File: src/rtl/stk_pkg.sv
package stk_pkg;

  typedef enum logic [2:0] {
    OP_PUSH_B   = 3'd0,
    OP_PUSH_W   = 3'd1,
    OP_POP_B    = 3'd2,
    OP_POP_W    = 3'd3,
    OP_PUSH_ST  = 3'd4,
    OP_PULL_ST  = 3'd5,
    OP_RTI      = 3'd6,
    OP_SAVE_CTX = 3'd7
  } stk_op_e;

  // true when every access of the command is a read
  function automatic logic op_reads(input stk_op_e op);
    return (op == OP_POP_B) || (op == OP_POP_W) ||
           (op == OP_PULL_ST) || (op == OP_RTI);
  endfunction

  // number of memory accesses of the command
  function automatic logic [1:0] op_beats(input stk_op_e op);
    logic [1:0] n;
    case (op)
      OP_PUSH_W, OP_POP_W:   n = 2'd2;
      OP_RTI, OP_SAVE_CTX:   n = 2'd3;
      default:               n = 2'd1;
    endcase
    return n;
  endfunction

endpackage

File: src/rtl/stk_ptr.sv
module stk_ptr #(
  parameter int          PTR_W     = 8,
  parameter logic [PTR_W-1:0] RESET_PTR = '1
) (
  input  logic             clk,
  input  logic             rst_n,
  input  logic             inc,
  input  logic             dec,
  output logic [PTR_W-1:0] ptr,
  output logic [PTR_W-1:0] ptr_up
);

  logic             ptr_en;
  logic [PTR_W-1:0] ptr_d;

  assign ptr_up = ptr + PTR_W'(1);

  always_comb begin
    ptr_en = inc | dec;
    ptr_d  = inc ? ptr_up : (ptr - PTR_W'(1));
  end

  always_ff @(posedge clk or negedge rst_n) begin
    if (!rst_n) begin
      ptr <= RESET_PTR;
    end else if (ptr_en) begin
      ptr <= ptr_d;
    end
  end

endmodule

File: src/rtl/stk_status_reg.sv
module stk_status_reg #(
  parameter int             W         = 8,
  parameter logic [W-1:0]   RESET_VAL = 8'h24,
  parameter logic [W-1:0]   KEEP_MASK = 8'h30
) (
  input  logic         clk,
  input  logic         rst_n,
  input  logic         load,
  input  logic [W-1:0] load_val,
  output logic [W-1:0] status,
  output logic [W-1:0] push_val
);

  logic [W-1:0] status_d;

  // bits under KEEP_MASK are forced high on push and kept on pull
  assign push_val = status | KEEP_MASK;

  always_comb begin
    status_d = (load_val & ~KEEP_MASK) | (status & KEEP_MASK);
  end

  always_ff @(posedge clk or negedge rst_n) begin
    if (!rst_n) begin
      status <= RESET_VAL;
    end else if (load) begin
      status <= status_d;
    end
  end

endmodule

File: src/rtl/stk_seq.sv
module stk_seq
  import stk_pkg::*;
#(
  parameter int DATA_W = 8,
  parameter int WORD_W = 2 * DATA_W
) (
  input  logic              clk,
  input  logic              rst_n,
  input  logic              cmd_valid,
  input  logic [2:0]        cmd_op,
  input  logic [WORD_W-1:0] cmd_data,
  input  logic [DATA_W-1:0] push_val,
  input  logic [DATA_W-1:0] mem_rdata,
  output logic              cmd_ready,
  output logic              done,
  output logic [WORD_W-1:0] rd_data,
  output logic              beat_go,
  output logic              beat_rd,
  output logic [DATA_W-1:0] wbyte,
  output logic              stat_load
);

  logic              busy_q,  busy_d;
  stk_op_e           op_q,    op_d;
  logic [WORD_W-1:0] data_q,  data_d;
  logic [1:0]        beat_q,  beat_d;
  logic              issue_q, issue_d;
  logic              pend_q,  pend_d;
  logic [1:0]        pidx_q,  pidx_d;
  logic [WORD_W-1:0] res_q,   res_d;
  logic              done_q,  done_d;

  logic accept, last_beat, stat_cap, hi_slot;

  assign cmd_ready = ~busy_q;
  assign done      = done_q;
  assign rd_data   = res_q;
  assign accept    = cmd_valid & ~busy_q;
  assign beat_go   = busy_q & issue_q;
  assign beat_rd   = op_reads(op_q);
  assign last_beat = (beat_q == (op_beats(op_q) - 2'd1));
  assign stat_cap  = ((op_q == OP_PULL_ST) || (op_q == OP_RTI)) && (pidx_q == 2'd0);
  assign hi_slot   = (op_q == OP_RTI) ? (pidx_q == 2'd2) : (pidx_q == 2'd1);
  assign stat_load = pend_q & stat_cap;

  // byte written by the current access
  always_comb begin
    case (op_q)
      OP_PUSH_B:   wbyte = data_q[DATA_W-1:0];
      OP_PUSH_W:   wbyte = (beat_q == 2'd0) ? data_q[WORD_W-1:DATA_W] : data_q[DATA_W-1:0];
      OP_PUSH_ST:  wbyte = push_val;
      OP_SAVE_CTX: begin
        case (beat_q)
          2'd0:    wbyte = data_q[WORD_W-1:DATA_W];
          2'd1:    wbyte = data_q[DATA_W-1:0];
          default: wbyte = push_val;
        endcase
      end
      default:     wbyte = '0;
    endcase
  end

  always_comb begin
    busy_d  = busy_q;
    op_d    = op_q;
    data_d  = data_q;
    beat_d  = beat_q;
    issue_d = issue_q;
    pend_d  = pend_q;
    pidx_d  = pidx_q;
    res_d   = res_q;
    done_d  = 1'b0;

    // capture read data returned for the previous access
    if (pend_q) begin
      if (!stat_cap) begin
        if (hi_slot) res_d[WORD_W-1:DATA_W] = mem_rdata;
        else         res_d[DATA_W-1:0]      = mem_rdata;
      end
      pend_d = 1'b0;
      if (!issue_q) begin
        busy_d = 1'b0;
        done_d = 1'b1;
      end
    end

    if (beat_go) begin
      beat_d = beat_q + 2'd1;
      if (last_beat) issue_d = 1'b0;
      if (beat_rd) begin
        pend_d = 1'b1;
        pidx_d = beat_q;
      end else if (last_beat) begin
        busy_d = 1'b0;
        done_d = 1'b1;
      end
    end

    if (accept) begin
      busy_d  = 1'b1;
      op_d    = stk_op_e'(cmd_op);
      data_d  = cmd_data;
      beat_d  = 2'd0;
      issue_d = 1'b1;
      pend_d  = 1'b0;
      res_d   = '0;
    end
  end

  always_ff @(posedge clk or negedge rst_n) begin
    if (!rst_n) begin
      busy_q  <= 1'b0;
      op_q    <= OP_PUSH_B;
      data_q  <= '0;
      beat_q  <= '0;
      issue_q <= 1'b0;
      pend_q  <= 1'b0;
      pidx_q  <= '0;
      res_q   <= '0;
      done_q  <= 1'b0;
    end else begin
      busy_q  <= busy_d;
      op_q    <= op_d;
      data_q  <= data_d;
      beat_q  <= beat_d;
      issue_q <= issue_d;
      pend_q  <= pend_d;
      pidx_q  <= pidx_d;
      res_q   <= res_d;
      done_q  <= done_d;
    end
  end

endmodule

File: src/rtl/stk_stat_unit.sv
module stk_stat_unit #(
  parameter int             DATA_W       = 8,
  parameter int             WORD_W       = 2 * DATA_W,
  parameter logic [DATA_W-1:0] STACK_PAGE   = 8'h01,
  parameter logic [DATA_W-1:0] RESET_SP     = 8'hFF,
  parameter logic [DATA_W-1:0] RESET_STATUS = 8'h24,
  parameter logic [DATA_W-1:0] PHANTOM_MASK = 8'h30
) (
  input  logic              clk,
  input  logic              rst_n,
  input  logic              cmd_valid,
  input  logic [2:0]        cmd_op,
  input  logic [WORD_W-1:0] cmd_data,
  output logic              cmd_ready,
  output logic              done,
  output logic [WORD_W-1:0] rd_data,
  output logic              mem_req,
  output logic              mem_we,
  output logic [WORD_W-1:0] mem_addr,
  output logic [DATA_W-1:0] mem_wdata,
  input  logic [DATA_W-1:0] mem_rdata,
  output logic [DATA_W-1:0] sp,
  output logic [DATA_W-1:0] status
);

  logic              beat_go, beat_rd, stat_load;
  logic [DATA_W-1:0] wbyte, push_val, sp_up;

  stk_seq #(.DATA_W(DATA_W), .WORD_W(WORD_W)) u_seq (
    .clk       (clk),
    .rst_n     (rst_n),
    .cmd_valid (cmd_valid),
    .cmd_op    (cmd_op),
    .cmd_data  (cmd_data),
    .push_val  (push_val),
    .mem_rdata (mem_rdata),
    .cmd_ready (cmd_ready),
    .done      (done),
    .rd_data   (rd_data),
    .beat_go   (beat_go),
    .beat_rd   (beat_rd),
    .wbyte     (wbyte),
    .stat_load (stat_load)
  );

  stk_ptr #(.PTR_W(DATA_W), .RESET_PTR(RESET_SP)) u_ptr (
    .clk    (clk),
    .rst_n  (rst_n),
    .inc    (beat_go & beat_rd),
    .dec    (beat_go & ~beat_rd),
    .ptr    (sp),
    .ptr_up (sp_up)
  );

  stk_status_reg #(.W(DATA_W), .RESET_VAL(RESET_STATUS), .KEEP_MASK(PHANTOM_MASK)) u_st (
    .clk      (clk),
    .rst_n    (rst_n),
    .load     (stat_load),
    .load_val (mem_rdata),
    .status   (status),
    .push_val (push_val)
  );

  // push writes at sp, pop reads at sp+1 (pointer moves on the same edge)
  assign mem_req   = beat_go;
  assign mem_we    = beat_go & ~beat_rd;
  assign mem_addr  = {STACK_PAGE, (beat_rd ? sp_up : sp)};
  assign mem_wdata = wbyte;

endmodule

File: config.mk
export PLATFORM = sky130hd
export DESIGN_NAME = stk_stat_unit
export DESIGN_NICKNAME = d
export VERILOG_FILES = /design/src/rtl/stk_pkg.sv /design/src/rtl/stk_ptr.sv /design/src/rtl/stk_status_reg.sv /design/src/rtl/stk_seq.sv /design/src/rtl/stk_stat_unit.sv
export SDC_FILE = /design/constraint.sdc
export NUM_CORES = 1
export LEC_CHECK = 0
export BUFFER_PORTS_ARGS = -buffer_cell sky130_fd_sc_hd__buf_2
export CORE_MARGIN = 2
export CORE_UTILIZATION = 53
export CTS_CLUSTER_SIZE = 10
export DETAILED_ROUTE_END_ITERATION = 12
export PLACE_DENSITY_LB_ADDON = 0.05
export SLEW_MARGIN = 10
export SYNTH_ARGS = -nofsm -noshare
export SYNTH_HDL_FRONTEND = slang
export SYNTH_SLANG_ARGS = --single-unit
File: constraint.sdc
create_clock -name clk -period 1.8 [get_ports clk]
set_input_delay 0.09 -clock clk [delete_from_list [all_inputs] [get_ports clk]]
set_output_delay 0.09 -clock clk [all_outputs]
set_load 0.02 [all_outputs]
# == Word level (Yosys, flattened, before mapping) ==
# Index checks and enable logic that the tools add are counted.
# word_totals
inputBits,30
wordCells,87
register_bits,59
# op_classes
n_eq_ne,13
n_reduce_logical,18
n_bitwise,9
mux,31
n_addsub,4
# op_table
operator,count
$mux 16,3
$mux 8,5
$pmux 8 s4,1
$mux 1,18
$pmux 8 s2,1
$eq 3x3->1 const B,4
$add 8x1->8 const B,1
$or 8x6->8,1
$reduce_bool 2->1,4
$sub 8x1->8 const B,1
$eq 3x2->1 const B,2
$reduce_and 3->1,2
$and 1x1->1,5
$eq 2x1->1 const B,2
$logic_not 2->1,2
$logic_or 1x1->1,4
$mux 2,2
$ne 2x1->1 const B,2
$pmux 2 s2,1
$reduce_and 2->1,2
$reduce_or 2->1,2
$eq 3x1->1 const B,1
$logic_not 3->1,1
$add 2x1->2 const B,1
6 further kinds,7

# == Depth between registers and ports, before layout ==
# Gate-level depths: netlist (run 1).
# logic_depth
depth_word,9
mapped_depth,7

# == Cells and area by module ==
# From an unflattened synthesis (run 1), not the netlist that was laid out.
# unflattened
hier_cells,357
hier_area_um2,3347.0
# modules_own_cells
module,instances,area_per_inst_um2,cells_per_inst,seq_area_each_um2
stk_seq,1,2249.7,254,1076.0
stk_ptr,1,546.8,57,210.2
stk_status_reg,1,335.3,25,151.4
stk_stat_unit,1,215.2,21,0.0

# == Least setup slack after synthesis (run 1) ==
# OpenSTA, ideal clock, no wires.
# synth_path
path_kind,flip-flop to output port
from,register u_ptr.ptr[2]
to,output mem_addr[5]
path_buffers,1
t_arrival_ns,1.717
path_stages_with_launch,5
setup_slack_ns,-0.007
required_time_ns,1.710
path_cell_list,dfstp_2 > clkbuf_1 > nand3_1 > a211oi_1 > xor2_1
# synth_between
elab_chain_len,2
# synth_lines
item,line_no,rtl
"start, declared",stk_ptr.sv:9,"output logic [PTR_W-1:0] ptr,"
"start signal, assigned",stk_ptr.sv:27,ptr <= ptr_d;
$add 8x1->8,stk_ptr.sv:16,assign ptr_up = ptr + PTR_W'(1);
$mux 8,stk_stat_unit.sv:67,"assign mem_addr = {STACK_PAGE, (beat_rd ? sp_up : sp)};"
"end, declared",stk_stat_unit.sv:19,"output logic [WORD_W-1:0] mem_addr,"
# Every way passes these cells.

# == Worst setup path in the final report (run 1) ==
# layout_path
from,register u_seq.beat_q[1]
to,output mem_wdata[5]
# layout_between
elab_chain_len,3
word_cells_on_any_way,5
# layout_lines
item,line_no,rtl
"start, declared",stk_seq.sv:26,"logic [1:0] beat_q, beat_d;"
"start signal, assigned",stk_seq.sv:125,beat_q <= beat_d;
$eq 2x1->1 or $logic_not 2->1 (tied branches),"stk_seq.sv:53, stk_seq.sv:50",
$pmux 8 s2 or $mux 8 (tied branches),"stk_seq.sv:53, stk_seq.sv:50",
$pmux 8 s4 *,stk_seq.sv:48,case (op_q)
"end, declared",stk_stat_unit.sv:20,"output logic [DATA_W-1:0] mem_wdata,"
# Every way passes the cells marked *; elsewhere a longest branch is shown, timed or not.

==> run_results.csv, run 1 <==
group,metric,value,unit
placed_design,numPortBuffers,79,
floorplanning,dieWidth,82.1,µm
sta,max_freq,502,MHz
critical_path,crit_arrival,1.90,ns
sta,setup_repair_after_global_routing_missed_its_margin,"true",
power_and_ir_drop,seq_power_share,0.272,
synth,ys_seq_area_frac,0.445,
power_and_ir_drop,power.combinational.fraction,0.592,
detailed_routing,drt_iter0_markers,217,
finish,most_used_cells_in_the_layout_excluding_fill_and_tap_cells,"sky130_fd_sc_hd__nand2_1 (75), sky130_fd_sc_hd__buf_2 (65), sky130_fd_sc_hd__buf_4 (52), sky130_fd_sc_hd__dfrtp_1 (44), sky130_fd_sc_hd__o21ai_0 (25)",
finish,final_util,0.791,
global_route,first_pass_grt_wire_length,13.3,mm
synth,synth.ff_latch_count,57,
synth,synthesis.instances,370,
placed_design,pre_cts_slack,-0.0326,ns
hold_path,timing.hold.worst.start,"mem_rdata[4]",
clocking,clock_insertion_delay_worst_skew,0.33,ns
synth,synth-edff-count,0,
hold_path,worst_hold_path_type,"primary input to register",
floorplanning,design.die.area,6740,µm²
finish,mostFrequentLayoutCell,"sky130_fd_sc_hd__nand2_1",
synth,synth-xor-area-share,0.0461,
detailed_routing,drt_pass1_iterations,5,
sta,finish_stage_setup_viols,11,
synth,synth_area,3230,µm²
finish,share_of_layout_cells_above_drive_strength_1,0.406,
critical_path,worstSetupEndpointType,"output port",
sta,hold_viol_final,0,
power_and_ir_drop,power.internal,0.00531,W
critical_path,critical_path.startpoint,"u_seq.beat_q[1]",
global_route,antenna_violations_before_repair,0,
clocking,tritoncts,"built",
floorplanning,boundaryPins,90,
sta,post-route-min-period,1.99,ns
synth,synthesized_area_fraction_occupied_by_ao_oa_aoi_and_oai_cells,0.182,
power_and_ir_drop,swShare,0.460,
clocking,cts-buffers-inserted,9,
sta,report.final.slew_viol_count,0,
synth,synth_async_sr_flop_share,1.00,
finish,antenna-diode-count,0,
sta,maxSlewHeadroom,0.669,
finish,area_delta_synth_final,44.9,%
power_and_ir_drop,part_of_the_total_power_dissipated_in_the_clock_network,0.136,
clocking,cts.root.buffer_cell,"sky130_fd_sc_hd__clkbuf_8",
critical_path,regToRegStartpoint,"u_seq.op_q[2]",
clocking,h-tree-depth,3,
power_and_ir_drop,leakagePower,2.23,nW
sta,setup_slack,-0.192,ns
run,maxCapViolCount,0,
placed_design,placedCellCount,519,
power_and_ir_drop,total_switching_power,0.00453,W
detailed_routing,antenna_nets_post_route,0,
placed_design,finalWeightedCongestion,0.851,
detailed_routing,wl_per_cell,16.0,µm
global_route,grt_util_all_layers,0.257,
detailed_routing,postRouteWirelength,9.31,mm
global_route,gr-total-overflow,0,
clocking,cts.clk_slew.worst_paths,0.07,ns
finish,finalNetCount,537,
global_route,pin_count_of_the_biggest_net_entering_global_routing,58,
synth,yosys_warnings,0,
synth,yosys.cell_types.count,49,
outcome,outcome,"finished, violations left",
sta,worst-slew-pin-transition,0.494,ns
global_route,vias_in_the_first_global_route,2790,
clocking,cts_num_sinks,57,
floorplanning,start_util,0.546,
detailed_routing,post_drt_via_cell_ratio,5.64,
sta,fin_skew,0.00752,ns
critical_path,crit_required,1.71,ns
sta,crit_share_post_route,1.11,
floorplanning,count_of_standard_cell_rows,28,
critical_path,worst_setup_path_start_kind,"register",
synth,synth_area_per_cell,8.74,µm²
power_and_ir_drop,p_per_area,2100,nW/µm²
detailed_routing,via_count,3284,
critical_path,timing.setup.critical_path_class,"register to output port",
floorplanning,coreArea,5920,µm²
critical_path,critical_path.max_fanout,7,
finish,finish.cell_count_without_fillers,582,
clocking,cts_buffer_depth,2,
floorplanning,die_height,82.1,µm
outcome,violated_checks,"setup timing",
power_and_ir_drop,ir_worst_vdd,1.19,mV
power_and_ir_drop,post-layout-total-power,0.00984,W
synth,synth-simple-area-share,0.193,
synth,yosys_most_used_dff,"sky130_fd_sc_hd__dfrtp_1",
detailed_routing,detail_route.drc_violations,0,
synth,synth_mux_area_frac,0.0472,
synth,synth_fa_ha_area_frac,0.0193,
placed_design,dp_hpwl,5.22,mm
synth,synth_top_family_by_area,"simple AND/OR/NAND/NOR gates",
## worst paths after layout
check / cells after the start / slack, ns / end
worst min-delay path: 3 / 0.01 / u_seq.rd_data[4]
max in group asynchronous: 3 / 1.21 / u_ptr.ptr[4]
worst min register to register: 2 / 0.48 / u_seq.data_q[13]
min in group asynchronous: 3 / 0.28 / u_seq.done
worst max-delay path: 8 / -0.19 / mem_wdata[5]
worst max register to register: 5 / 0.04 / u_seq.rd_data[6]
## cell type report
cell class / instances / area [µm²]
clock buffer: 11 / 141
fill: 387 / 1240
multi-input combinational: 279 / 1870
clock inverter: 5 / 78.8
timing repair buffer: 144 / 1010
tap: 75 / 93.8
inverter: 11 / 46.3
sequential: 57 / 1440
## Yosys cell counts, drive strengths merged, types with 3 or more instances
cell type,count,share of area
nand2b,4,0.0077
nor4,3,0.0058
a221oi,5,0.014
nand4,3,0.0058
inv,10,0.012
buf,18,0.038
o2bb2ai,6,0.016
xor2,7,0.019
nor3,3,0.0046
nand3,24,0.037
nor2,14,0.016
ha,5,0.019
clkbuf,13,0.015
o21ai,33,0.051
mux2i,7,0.023
mux2,7,0.024
o31ai,7,0.016
a21oi,24,0.037
dfstp,9,0.073
or2,3,0.0058
nand2,77,0.089
dfrtp,48,0.37
xnor2,10,0.027
## power by group through the flow
stage | combinational [W] | sequential, W | clock (W)
2_1_floorplan | 0.00286 | 0.00272 | 0
3_3_place_gp | 0.00430 | 0.00259 | 0
3_5_place_dp | 0.00436 | 0.00261 | 0
4_1_cts | 0.00495 | 0.00262 | 0.00137
5_1_grt | 0.00627 | 0.00276 | 0.00143
6_report | 0.00582 | 0.00268 | 0.00134
## sequential cells by signal, indices dropped and copies added (netlist names)
name and count:
u_seq.done 1, u_seq.beat_q 2, u_st.status 6, u_seq.busy_q 1, u_seq.rd_data 16, u_seq.op_q 3
u_seq.data_q 16, u_seq.pidx_q 2, u_seq.pend_q 1, u_seq.issue_q 1, u_ptr.ptr 8
## worst max-delay path: stages (launching register included)
cell                       delay (ns)
sky130_fd_sc_hd__dfrtp_1         0.42
sky130_fd_sc_hd__inv_4           0.12
sky130_fd_sc_hd__ha_4            0.20
sky130_fd_sc_hd__buf_4           0.13
sky130_fd_sc_hd__nor2_4          0.04
sky130_fd_sc_hd__a21oi_2         0.12
sky130_fd_sc_hd__o21bai_1        0.07
sky130_fd_sc_hd__a221o_1         0.33
sky130_fd_sc_hd__buf_6           0.14
## stage by stage
stage	hold WS (ns)	TNS, ns	area [µm²]
after floorplan	-0.206	0	3260
after global placement	0.116	0	3730
after detailed placement	0.118	-0.0326	3730
after CTS	0.00553	-1.10	4380
after global routing	0.00536	-2.40	4680
final	0.0128	-1.35	4680
## repair_timing
action	in CTS	in global routing
endpoints found under the hold margin	67	0
hold buffers	20	0
endpoints found under the setup margin	17	19
pin swaps	18	19
gates resized for setup	44	43
setup buffers	10	18
## cells by family (layout without fill, tap and decap cells)
family	after synthesis	in the layout
simple gates	140	140
compound gates	93	93
flops	57	57
buf+inv	42	171
xor+xnor	17	17
mux	14	14
fa+ha+maj	5	5
other cells	2	10
## metal layers
layer,up-vias,share of wire,GRT usage
met5,-,0,0
met4,0,0.022,0.0900
met3,23,0.064,0.0500
met2,144,0.51,0.410
met1,1583,0.41,0.352
li1,1534,-,-
Power figures use the tool's default switching activity.
==> run 2: changes to the inputs <==
--- a/config.mk
+++ b/config.mk
@@ -11,6 +11,7 @@
 export CTS_CLUSTER_SIZE = 10
 export DETAILED_ROUTE_END_ITERATION = 12
 export PLACE_DENSITY_LB_ADDON = 0.05
+export RECOVER_POWER = 50
 export SLEW_MARGIN = 10
 export SYNTH_ARGS = -nofsm -noshare
 export SYNTH_HDL_FRONTEND = slang
==> run_results.csv, run 2 (synthesis results as in run 1) <==
group,metric,value,unit
global_route,first_pass_grt_wire_length,13.3,mm
finish,share_of_layout_cells_above_drive_strength_1,0.375,
sta,post-route-min-period,1.99,ns
critical_path,timing.reg2reg.worst_path_depth,5,
sta,finish_stage_setup_viols,11,
critical_path,crit_cells,8,
floorplanning,design.die.area,6740,µm²
critical_path,critical_path.max_fanout,7,
critical_path,worst_setup_path_start_kind,"register",
power_and_ir_drop,seq_power_share,0.273,
floorplanning,die_height,82.1,µm
global_route,antenna_violations_before_repair,0,
finish,area_delta_synth_final,43.8,%
clocking,tritoncts,"built",
power_and_ir_drop,power.internal,0.00527,W
hold_path,number_of_instances_on_the_worst_hold_path,3,
clocking,cts-buffers-inserted,9,
detailed_routing,drt_pass1_iterations,5,
detailed_routing,wl_per_cell,16.0,µm
finish,final_util,0.785,
sta,maxSlewHeadroom,0.0714,
floorplanning,boundaryPins,90,
critical_path,crit_required,1.71,ns
finish,antenna-diode-count,0,
finish,finalNetCount,537,
finish,finish.cell_count_without_fillers,582,
floorplanning,dieWidth,82.1,µm
sta,setup_slack,-0.195,ns
power_and_ir_drop,power.combinational.fraction,0.590,
outcome,outcome,"finished, violations left",
global_route,grt_util_all_layers,0.257,
critical_path,timing.critical_path.max_delay_family,"compound AO/OA/AOI/OAI gates",
detailed_routing,drt_iter0_markers,218,
clocking,cts_num_sinks,57,
hold_path,worst_hold_path_type,"primary input to register",
placed_design,numPortBuffers,79,
placed_design,dp_hpwl,5.22,mm
power_and_ir_drop,post-layout-total-power,0.00981,W
global_route,vias_in_the_first_global_route,2790,
sta,max_freq,501,MHz
global_route,gr-total-overflow,0,
detailed_routing,antenna_nets_post_route,0,
finish,most_used_cells_in_the_layout_excluding_fill_and_tap_cells,"sky130_fd_sc_hd__nand2_1 (75), sky130_fd_sc_hd__buf_4 (52), sky130_fd_sc_hd__buf_2 (49), sky130_fd_sc_hd__dfrtp_1 (44), sky130_fd_sc_hd__o21ai_0 (25)",
critical_path,worstSetupEndpointType,"output port",
power_and_ir_drop,total_switching_power,0.00453,W
detailed_routing,post_drt_via_cell_ratio,5.57,
outcome,violated_checks,"setup timing",
placed_design,finalWeightedCongestion,0.851,
critical_path,slowest_delay,0.42,ns
critical_path,reg2reg_setup_slack,0.05,ns
detailed_routing,detail_route.drc_violations,0,
power_and_ir_drop,swShare,0.462,
clocking,cts_buffer_depth,2,
run,maxCapViolCount,0,
sta,setup_repair_after_global_routing_missed_its_margin,"true",
critical_path,crit_arrival,1.90,ns
clocking,cts.clk_slew.worst_paths,0.07,ns
sta,worst-slew-pin-transition,1.39,ns
clocking,h-tree-depth,3,
clocking,cts.root.buffer_cell,"sky130_fd_sc_hd__clkbuf_8",
sta,fin_skew,0.00658,ns
sta,hold_viol_final,0,
power_and_ir_drop,leakagePower,2.16,nW
critical_path,critPathSlowestCell,"sky130_fd_sc_hd__dfrtp_1",
critical_path,timing.critical_path.buf_inv,3,
global_route,pin_count_of_the_biggest_net_entering_global_routing,58,
power_and_ir_drop,part_of_the_total_power_dissipated_in_the_clock_network,0.137,
floorplanning,start_util,0.546,
sta,crit_share_post_route,1.11,
critical_path,timing.setup.critical_path_class,"register to output port",
power_and_ir_drop,p_per_area,2110,nW/µm²
placed_design,pre_cts_slack,-0.0326,ns
detailed_routing,postRouteWirelength,9.32,mm
critical_path,cp_cell_sequence,"inv_4 -> ha_4 -> buf_4 -> nor2_4 -> a21oi_2 -> o21bai_1 -> a221o_1 -> buf_6",
floorplanning,coreArea,5920,µm²
power_and_ir_drop,ir_worst_vdd,1.19,mV
clocking,clock_insertion_delay_worst_skew,0.33,ns
finish,mostFrequentLayoutCell,"sky130_fd_sc_hd__nand2_1",
sta,report.final.slew_viol_count,0,
placed_design,placedCellCount,519,
floorplanning,count_of_standard_cell_rows,28,
detailed_routing,via_count,3243,
sta,setup-tns-final,-1.32,ns
## run 2: cell count changes in the layout (fill, tap and decap cells not counted), sizes merged
cell / change
clkbuf: +17
buf: -17
## run 2: metrics by stage
stage          hold slack [ns]  instance area, µm²
6_report                0.0107                4650
5_1_grt                0.00536                4650
4_1_cts                0.00553                4380
3_5_place_dp             0.118                3730
3_3_place_gp             0.116                3730
2_1_floorplan           -0.206                3260
## run 2: worst min-delay path, delay by kind of cell
family          cells  cell delay, ns
buf+inv             1            0.11
simple gates        1            0.05
compound gates      1            0.05
## run 2: final timing paths
check                                  from                to
min                            mem_rdata[4]  u_seq.rd_data[4]
min reg2reg                u_seq.data_q[13]  u_seq.data_q[13]
max reg2reg                   u_seq.op_q[2]  u_seq.rd_data[6]
min in group asynchronous             rst_n        u_seq.done
max                         u_seq.beat_q[1]      mem_wdata[5]
max in group asynchronous             rst_n   u_seq.beat_q[0]
## run 2: layout make-up
class / count / area, µm²
Clock buffer: 11 / 141
Clock inverter: 5 / 78.8
Fill cell: 397 / 1270
Inverter: 11 / 46.3
Multi-Input combinational cell: 279 / 1870
Sequential cell: 57 / 1440
Tap cell: 75 / 93.8
Timing Repair Buffer: 144 / 971
## run 2: power groups by stage
stage	clock network (W)	logic, W	registers (W)
global placement	0	0.00430	0.00259
detailed placement	0	0.00436	0.00261
CTS	0.00137	0.00495	0.00262
finish	0.00134	0.00579	0.00268
global route	0.00143	0.00623	0.00277
floorplan	0	0.00286	0.00272
## run 2: routing by layer
layer,up-vias,share of wire,GRT usage
met2,133,0.51,0.410
met4,0,0.021,0.0900
met5,-,0,0
li1,1531,-,-
met3,23,0.061,0.0500
met1,1556,0.41,0.352
## run 2: what timing repair did
item,in CTS,in global routing
hold buffers,20,0
endpoints found under the setup margin,17,19
endpoints found under the hold margin,67,0
setup buffers,10,18
resized for setup,44,43
pin swaps,18,19
gates cloned,0,0
